**src/rtl/pfac_pkg.sv**
```systemverilog
package pfac_pkg;
  localparam int NPAT      = 4;   // 0:AB 1:ABG 2:BEDE 3:EF
  localparam int SW        = 4;
  localparam int TRIE_LMAX = 4;

  typedef logic [SW-1:0] st_t;

  typedef struct packed {
    logic ok;
    st_t  nxt;
  } edge_t;

  // goto edges of the trie, no failure links
  function automatic edge_t goto_edge(input st_t s, input logic [7:0] b);
    edge_t e;
    e = '{ok: 1'b0, nxt: s};
    case (s)
      4'd0: begin
        if (b == 8'h41)      e = '{ok: 1'b1, nxt: 4'd1};
        else if (b == 8'h42) e = '{ok: 1'b1, nxt: 4'd4};
        else if (b == 8'h45) e = '{ok: 1'b1, nxt: 4'd8};
      end
      4'd1: if (b == 8'h42) e = '{ok: 1'b1, nxt: 4'd2};
      4'd2: if (b == 8'h47) e = '{ok: 1'b1, nxt: 4'd3};
      4'd4: if (b == 8'h45) e = '{ok: 1'b1, nxt: 4'd5};
      4'd5: if (b == 8'h44) e = '{ok: 1'b1, nxt: 4'd6};
      4'd6: if (b == 8'h45) e = '{ok: 1'b1, nxt: 4'd7};
      4'd8: if (b == 8'h46) e = '{ok: 1'b1, nxt: 4'd9};
      default: e = '{ok: 1'b0, nxt: s};
    endcase
    return e;
  endfunction

  function automatic logic [NPAT-1:0] accept_vec(input st_t s);
    case (s)
      4'd2:    return 4'b0001;
      4'd3:    return 4'b0010;
      4'd7:    return 4'b0100;
      4'd9:    return 4'b1000;
      default: return 4'b0000;
    endcase
  endfunction
endpackage

```
**src/rtl/pfac_lane.sv**
```systemverilog
module pfac_lane
  import pfac_pkg::*;
#(
  parameter int LMAX = TRIE_LMAX
) (
  input  logic [LMAX*8-1:0] bytes_in,
  output logic [NPAT-1:0]   hits
);
  st_t   st;
  logic  live;
  edge_t e;

  always_comb begin
    st   = '0;
    live = 1'b1;
    hits = '0;
    e    = '{ok: 1'b0, nxt: '0};
    for (int j = 0; j < LMAX; j++) begin
      if (live) begin
        e = goto_edge(st, bytes_in[8*j +: 8]);
        if (e.ok) begin
          st   = e.nxt;
          hits = hits | accept_vec(st);
        end else begin
          live = 1'b0;
        end
      end
    end
  end
endmodule

```
**src/rtl/pfac_window.sv**
```systemverilog
module pfac_window #(
  parameter int         W    = 8,
  parameter int         LMAX = 4,
  parameter logic [7:0] PAD  = 8'h00,
  localparam int        LA   = LMAX - 1
) (
  input  logic                  clk,
  input  logic                  rst_n,
  input  logic                  in_valid,
  input  logic                  in_eos,
  input  logic [W*8-1:0]        in_data,
  output logic [(W+LA)*8-1:0]   win_ext,
  output logic                  eval_en
);
  logic [W*8-1:0] hold_q, hold_d;
  logic           hold_v_q, hold_v_d;
  logic           flush;
  logic [LA*8-1:0] look;

  assign flush = in_eos & ~in_valid;

  always_comb begin
    hold_d   = hold_q;
    hold_v_d = hold_v_q;
    if (in_valid) begin
      hold_d   = in_data;
      hold_v_d = 1'b1;
    end else if (flush) begin
      hold_v_d = 1'b0;
    end
  end

  always_ff @(posedge clk or negedge rst_n) begin
    if (!rst_n) begin
      hold_q   <= '0;
      hold_v_q <= 1'b0;
    end else begin
      hold_v_q <= hold_v_d;
      if (in_valid) hold_q <= hold_d;
    end
  end

  always_comb begin
    look = {LA{PAD}};
    if (in_valid) look = in_data[LA*8-1:0];
  end

  assign win_ext = {look, hold_q};
  assign eval_en = hold_v_q & (in_valid | in_eos);

  a_r7_flush_empties: assert property (@(posedge clk) disable iff (!rst_n)
    (in_eos && !in_valid) |=> !hold_v_q);
  a_r8_beat_held: assert property (@(posedge clk) disable iff (!rst_n)
    in_valid |=> hold_v_q);
  a_r9_idle_keeps: assert property (@(posedge clk) disable iff (!rst_n)
    (!in_valid && !in_eos) |=> ($stable(hold_v_q) && $stable(hold_q)));
endmodule

```
**src/rtl/pfac_matcher.sv**
```systemverilog
module pfac_matcher
  import pfac_pkg::*;
#(
  parameter int         W    = 8,
  parameter int         LMAX = TRIE_LMAX,
  parameter logic [7:0] PAD  = 8'h00
) (
  input  logic              clk,
  input  logic              rst_n,
  input  logic              in_valid,
  input  logic              in_eos,
  input  logic [W*8-1:0]    in_data,
  output logic              out_valid,
  output logic [W*8-1:0]    out_win,
  output logic [NPAT*W-1:0] out_mask
);
  localparam int LA = LMAX - 1;

  logic [1:0] rst_ff;
  logic       rst_q;

  always_ff @(posedge clk or negedge rst_n) begin
    if (!rst_n) rst_ff <= 2'b00;
    else        rst_ff <= {rst_ff[0], 1'b1};
  end
  assign rst_q = rst_ff[1];

  logic [(W+LA)*8-1:0] ext;
  logic                eval_en;

  pfac_window #(.W(W), .LMAX(LMAX), .PAD(PAD)) u_win (
    .clk(clk), .rst_n(rst_q), .in_valid(in_valid), .in_eos(in_eos),
    .in_data(in_data), .win_ext(ext), .eval_en(eval_en)
  );

  logic [NPAT-1:0] lane_hits [W];

  for (genvar i = 0; i < W; i++) begin : g_lane
    pfac_lane #(.LMAX(LMAX)) u_lane (
      .bytes_in(ext[8*i +: 8*LMAX]),
      .hits(lane_hits[i])
    );
  end

  logic [NPAT*W-1:0] mask_d;
  always_comb begin
    for (int p = 0; p < NPAT; p++)
      for (int i = 0; i < W; i++)
        mask_d[p*W+i] = eval_en & lane_hits[i][p];
  end

  logic              valid_q;
  logic [W*8-1:0]    win_q;
  logic [NPAT*W-1:0] mask_q;

  always_ff @(posedge clk or negedge rst_q) begin
    if (!rst_q) begin
      valid_q <= 1'b0;
      win_q   <= '0;
      mask_q  <= '0;
    end else begin
      valid_q <= eval_en;
      mask_q  <= mask_d;
      if (eval_en) win_q <= ext[W*8-1:0];
    end
  end

  assign out_valid = valid_q;
  assign out_win   = win_q;
  assign out_mask  = mask_q;

  a_r1_quiet_mask: assert property (@(posedge clk) disable iff (!rst_q)
    !out_valid |-> (out_mask == '0));
  a_r9_idle_no_out: assert property (@(posedge clk) disable iff (!rst_q)
    (!in_valid && !in_eos) |=> !out_valid);

  for (genvar i = 0; i < W; i++) begin : g_chk
    a_r5_abg_has_ab: assert property (@(posedge clk) disable iff (!rst_q)
      out_mask[W+i] |-> out_mask[i]);
    a_r3_ab_byte: assert property (@(posedge clk) disable iff (!rst_q)
      out_mask[i] |-> (out_win[8*i +: 8] == 8'h41));
    a_r3_bede_byte: assert property (@(posedge clk) disable iff (!rst_q)
      out_mask[2*W+i] |-> (out_win[8*i +: 8] == 8'h42));
    a_r3_ef_byte: assert property (@(posedge clk) disable iff (!rst_q)
      out_mask[3*W+i] |-> (out_win[8*i +: 8] == 8'h45));
  end
endmodule

```
**config.mk**
```make
export PLATFORM = sky130hd
export DESIGN_NAME = pfac_matcher
export DESIGN_NICKNAME = d
export VERILOG_FILES = /design/src/rtl/pfac_pkg.sv /design/src/rtl/pfac_lane.sv /design/src/rtl/pfac_window.sv /design/src/rtl/pfac_matcher.sv
export SDC_FILE = /design/constraint.sdc
export NUM_CORES = 1
export LEC_CHECK = 0
export ABC_AREA = 1
export BUFFER_PORTS_ARGS = -buffer_cell sky130_fd_sc_hd__buf_4
export CAP_MARGIN = 20
export CORE_MARGIN = 5
export CORE_UTILIZATION = 65
export CTS_BUF_LIST = sky130_fd_sc_hd__clkbuf_4 sky130_fd_sc_hd__clkbuf_8
export DETAILED_ROUTE_END_ITERATION = 6
export GPL_TIMING_DRIVEN = 0
export PLACE_DENSITY_LB_ADDON = 0.08
export SLEW_MARGIN = 20
export SYNTH_ARGS = -nofsm -noshare
export SYNTH_HDL_FRONTEND = slang
export SYNTH_HIERARCHICAL = 1
export SYNTH_SLANG_ARGS = --single-unit
```
**constraint.sdc**
```tcl
create_clock -name clk -period 7.5 [get_ports clk]
set_clock_uncertainty 0.15 [all_clocks]
set_input_delay 1.125 -clock clk [delete_from_list [all_inputs] [get_ports clk]]
set_output_delay 1.125 -clock clk [all_outputs]
set_load 0.01 [all_outputs]
```
* Word level (Yosys, flattened, before mapping) *
Index checks and enable logic that the tools add are counted.

cells by class
  eq/ne operators = 335
  muxes and demuxes = 507
  bitwise gates (word level) = 60
  reductions and logical operators = 25

operators with widths
  operator                                       number
  2-to-1 mux 5 bit                               264
  one-hot mux 5 bit (7 select lines)             24
  2-to-1 mux 4 bit                               144
  one-hot mux 4 bit (4 select lines)             32
  == test 8 x 7 -> 1 bit, second input constant  63
  == test 4 x 3 -> 1 bit, second input constant  104
  == test 4 x 2 -> 1 bit, second input constant  88
  == test 4 bit, second input constant           56
  == test 4 x 1 -> 1 bit, second input constant  24
  logical NOT 4 bit                              24
  bitwise OR 4 bit                               24
  2-to-1 mux 1 bit                               42
  AND 1 bit                                      34
  2-to-1 mux 24 bit                              1
  nonzero test 2 bit                             1
  inverter 1 bit                                 1
  bitwise OR 1 bit                               1

word-level totals
  bits in registers = 164
  input port bits = 68

* Longest topological paths before layout *
  word-level depth = 32
  gate-level depth with buffers = 17
  depth with buffers taken out = 15

* Hierarchy *
Netlist, hierarchy kept.

modules (own cells, without submodules)
  module        cells each  instances  area each (um^2)
  pfac_lane     133         8          618.1
  pfac_matcher  374         1          3,582.2
  pfac_window   302         1          2,558.7

* Worst setup path after synthesis *
Ideal clock, no wire load.

  path kind = input -> register
  from = input in_valid
  to = register mask_q[23], in the netlist out_mask[23]
  slack = 4.726 ns
  data required time = 7.237 ns
  arrival time = 2.511 ns
  cell stages on the path = 15
  library setup time = 0.113 ns
  cell sequence = buf_4 -> buf_4 -> nand2_1 -> inv_1 -> or2_1 -> nor3_2 -> inv_2 -> nor2_4 -> nor2_1 -> nand2_1 -> nand2_1 -> nor3_2 -> nor2_2 -> nand2_1 -> inv_1

RTL lines
  item                  line                text
  from (decl)           pfac_matcher.sv:10  input logic in_valid,
  to (signal assigned)  pfac_matcher.sv:63  mask_q <= mask_d;
  to (decl)             pfac_matcher.sv:54  logic [NPAT*W-1:0] mask_q;

==> metrics list <==
- Status: completed
- The detail route stage leaves a number of antenna-violating nets equal to 0.
- Floorplan core area: 16,600 um^2
- Complex-gate fraction of the synthesized area: 0.00993
- The initial antenna violation count is 0.
- Entering global routing, the biggest net connects 59 pins.
- Leaving out fill and tap cells, the most frequent cell in the layout is nand2_1.
* Number of register bits inferred by synthesis: 164
- Clock-pin slew was measured on the worst setup and hold paths at 0.09 ns.
- The via count of the first global-routing pass came to 10,500.
- The number of nets in the synthesized netlist is 1,808.
- Routability-driven placement congestion ratio: 0.962
- Switching share of total power: 0.334
- Max IR drop VDD: 0.161 mV
- The cell area that synthesis handed to floorplanning was 11,100 um^2.
- In this run the cell area measured after placement is 12,700 um^2.
* Count of filler cells inserted in the layout: 1,317
- The net count of the finished layout is 1,993.
- The biggest area contributor in the post-synthesis netlist is dfrtp_1.
* Reported max-cap violation count: 0
- Setup repair after global routing left no endpoint under its margin.
- Total clock buffers created by CTS: 17
* Die Outline Area: 19,800 um^2
* CTS tree: yes
* Relative contribution of combinational cells to total power: 0.212
- Internal power summed over all cells: 1.47 mW
* Cell area after layout: 13,100 um^2
- Wire length per cell after detailed routing: 13.4 um
- At the worst endpoint, the arrival time is 2.96 ns.
- Hold Startpoint: rst_ff[0]$_DFF_PN0_
- Once the clock tree was built, the resizer swapped 0 gates to a different size.
- R2R Path End: out_mask[21]$_DFF_PN0_
- GRT Residual Overflow: 0
* Aggregate global-route resource usage: 0.297
- Capturing element type of the critical path: flip-flop
- The worst path in the final design needs a cycle of 2.73 ns, including I/O delays and setup.
- DR DRC count: 0
- Static leakage power: 7.65 nW
* Flop pwr share: 0.488
- Final period util: 0.364
* Hold Path Depth: 0
- The first global-routing pass estimated 48.4 mm of wire.
- The repair_antennas step left the layout with diodes totalling 0.
* Synth Warn #: 6
- Min-Delay Endpoint: rst_ff[1]$_DFF_PN0_
- In this run, distinct cell masters in the synthesized netlist total 23.
- For flop-to-flop paths, the worst setup slack is 5.37 ns.
* Logic depth of the worst register-to-register path: 13
* Max frequency: 0.366 GHz
- Post-synthesis cell count: 1,740
* Parity-gate share of the synthesized area counting xor and xnor cells: 0
- By area the synthesized netlist is led by dfrtp_1 37%, nand2_1 23%, inv_1 9.8%.
- Top fanout value on the critical path: 10
- The min-delay analysis places its worst path in the category reg -> reg.
- Detailed-route via count: 11,000
* Combinational family with the most area after synthesis: simple AND/OR/NAND/NOR gates
- Dividing total power by cell area gives a power density of 169 nW/um^2.
* Clock latency at the later pin of the worst-skew pair: 0.48 ns
- Post-CTS setup buffers: 0
* Final Max Tran Viols: 0
- Port buffering added 164 buffers.
- CTS H-Tree Depth: 4
* Total Routed Length: 28.8 mm
- # hold bufs at CTS: 0
- Final setup viols: 0
- The die is 141 um wide.
- Max Root-Sink Buffers: 2
- Of the total synthesized cell area, the portion taken by full adders, half adders and majority gates is 0.
* Final-layout setup total negative slack: 0 ns
- The hold violation count in the final report is 0.
* Worst Max-Slew Pin Slew: 0.669 ns
- Relative slew slack: 0.554
- In the routed layout, each cell is associated on average with a via count of 5.10.
- 165 I/O pins were placed.
- Area fraction of the dominant cell type after synthesis: 0.370
- Clk Tree Root Cell: clkbuf_8
- Detailed router's first-iteration violation count: 921
- Of the total synthesized cell area, the portion taken by AND, OR, NAND and NOR gates is 0.492.
- The startpoint identified for the worst register-to-register timing path is u_win/hold_q[41]$_DFFE_PN0P_.
- Mux contribution to synthesized area: 0
- Share of power burned in the clock network: 0.300
- Worst EP required: 7.72 ns
- Number of standard-cell rows in the floorplan: 47
- Total number of clock tree sinks: 164
- For this run, the register share of the synthesized area comes to 0.370.
* Synthesized area divided by synthesized cell count: 6.37 um^2
- Synthesis-to-layout area growth: 17.7%
- Commonest cells after routing, fill and taps aside: 690 x nand2_1, 290 x inv_1, 226 x nor2_1, 181 x buf_4, 163 x dfrtp_1
- Switching Power: 0.738 mW
* DR pass1 iterations: 7
- The critical path is of the in -> reg type.
- Of the cells placed in the final design, the portion with a size suffix greater than 1 is 0.211.
* Kind of start point of the critical path: primary input
* Starting density of the core: 0.666
- Half-perimeter wire length after detailed placement: 21.9 mm
- In this run the vertical extent of the chip is 141 um.
-- cells by family (layout without fill, tap and decap cells) --
kind of cell           after synthesis  in the layout
DFF                                164            164
AOI/OAI and AO/OA                   16             16
buffers and inverters              347            545
and+or+nand+nor                   1212           1212
other                                1              1
-- area by class of cell --
| class | instances | area [um^2] | area share |
|---|---|---|---|
| plain buffers | 31 | 229 | 0.0175 |
| clock buffers | 19 | 255 | 0.0196 |
| clock inverters | 13 | 145 | 0.0111 |
| inverters | 316 | 1190 | 0.0911 |
| multi-input cells | 1229 | 5560 | 0.426 |
| flip-flops and latches | 164 | 4110 | 0.315 |
| well taps | 220 | 275 | 0.0211 |
| repair buffers | 166 | 1290 | 0.0986 |
-- sequential cells by signal (all words and copies together) (netlist names) --
| register | cells |
|---|---|
| out_win | 64 |
| u_win/hold_q | 64 |
| out_mask | 32 |
| rst_ff | 2 |
| out_valid | 1 |
| u_win/hold_v_q | 1 |
-- synth_stat cells --
library cell / count
buf_2: 9
buf_4: 17
buf_6: 5
conb_1: 1
dfrtp_1: 164
inv_1: 290
inv_2: 25
inv_4: 1
nand2_1: 690
nand2_2: 40
nand3_1: 72
nand3_2: 8
nand3b_1: 24
nand4_1: 16
nor2_1: 226
nor2_2: 48
nor2_4: 24
nor3_1: 16
nor3_2: 24
nor4_1: 8
o21ai_0: 8
o21ai_2: 8
or2_1: 16
-- power groups by stage --
stage          registers (mW)  logic, mW  clock network (mW)
2_1_floorplan            1.09      0.256                   0
6_report                 1.08      0.468               0.662
3_5_place_dp             1.09      0.466                   0
5_1_grt                  1.09      0.527               0.711
4_1_cts                  1.07      0.470               0.669
3_3_place_gp             1.10      0.433                   0
-- critical path: stages --
cell	delay (ns)
buf_4	0.10
buf_2	0.21
nand2_1	0.12
inv_1	0.19
inv_1	0.09
nor2_1	0.12
inv_1	0.05
nor2_1	0.08
nand2_1	0.07
nor2_1	0.22
nor2_2	0.10
nand3_1	0.08
nand2_1	0.06
nor3_2	0.19
nor2_2	0.06
nand2_1	0.06
inv_1	0.03
-- worst max-delay path by stage --
stage / startpoint / endpoint / slack [ns]
final: in_valid / out_mask[23]$_DFF_PN0_ / 4.77
after global routing: in_valid / out_mask[23]$_DFF_PN0_ / 4.61
after CTS: in_valid / out_mask[23]$_DFF_PN0_ / 4.83
after detailed placement: in_valid / out_mask[23]$_DFF_PN0_ / 4.35
after global placement: rst_ff[1]$_DFF_PN0_ / out_win[44]$_DFFE_PN0P_ / 0.80
after floorplan: rst_ff[1]$_DFF_PN0_ / out_mask[0]$_DFF_PN0_ / 2.44
-- metal layers --
| layer | vias to the layer above | wire, um | GRT usage |
|---|---|---|---|
| met3 | 72 | 1760 | 0.0491 |
| met5 | - | 0 | 0 |
| met2 | 369 | 13900 | 0.492 |
| li1 | 5511 | - | - |
| met4 | 0 | 1050 | 0.132 |
| met1 | 5060 | 12100 | 0.386 |
-- through the flow --
| step | util | power (mW) | std cells | hold slack [ns] | setup WS [ns] |
|---|---|---|---|---|---|
| final | 0.784 | 2.21 | 2158 | 0.212 | 4.77 |
| after global routing | 0.784 | 2.33 | 2158 | 0.235 | 4.61 |
| after CTS | 0.784 | 2.21 | 2158 | 0.214 | 4.83 |
| after detailed placement | 0.760 | 1.56 | 2126 | 0.190 | 4.35 |
| after global placement | 0.757 | 1.53 | 2124 | 0.184 | 0.797 |
| after floorplan | - | 1.35 | 1740 | 0.181 | 2.44 |
Power figures use the tool's default switching activity.
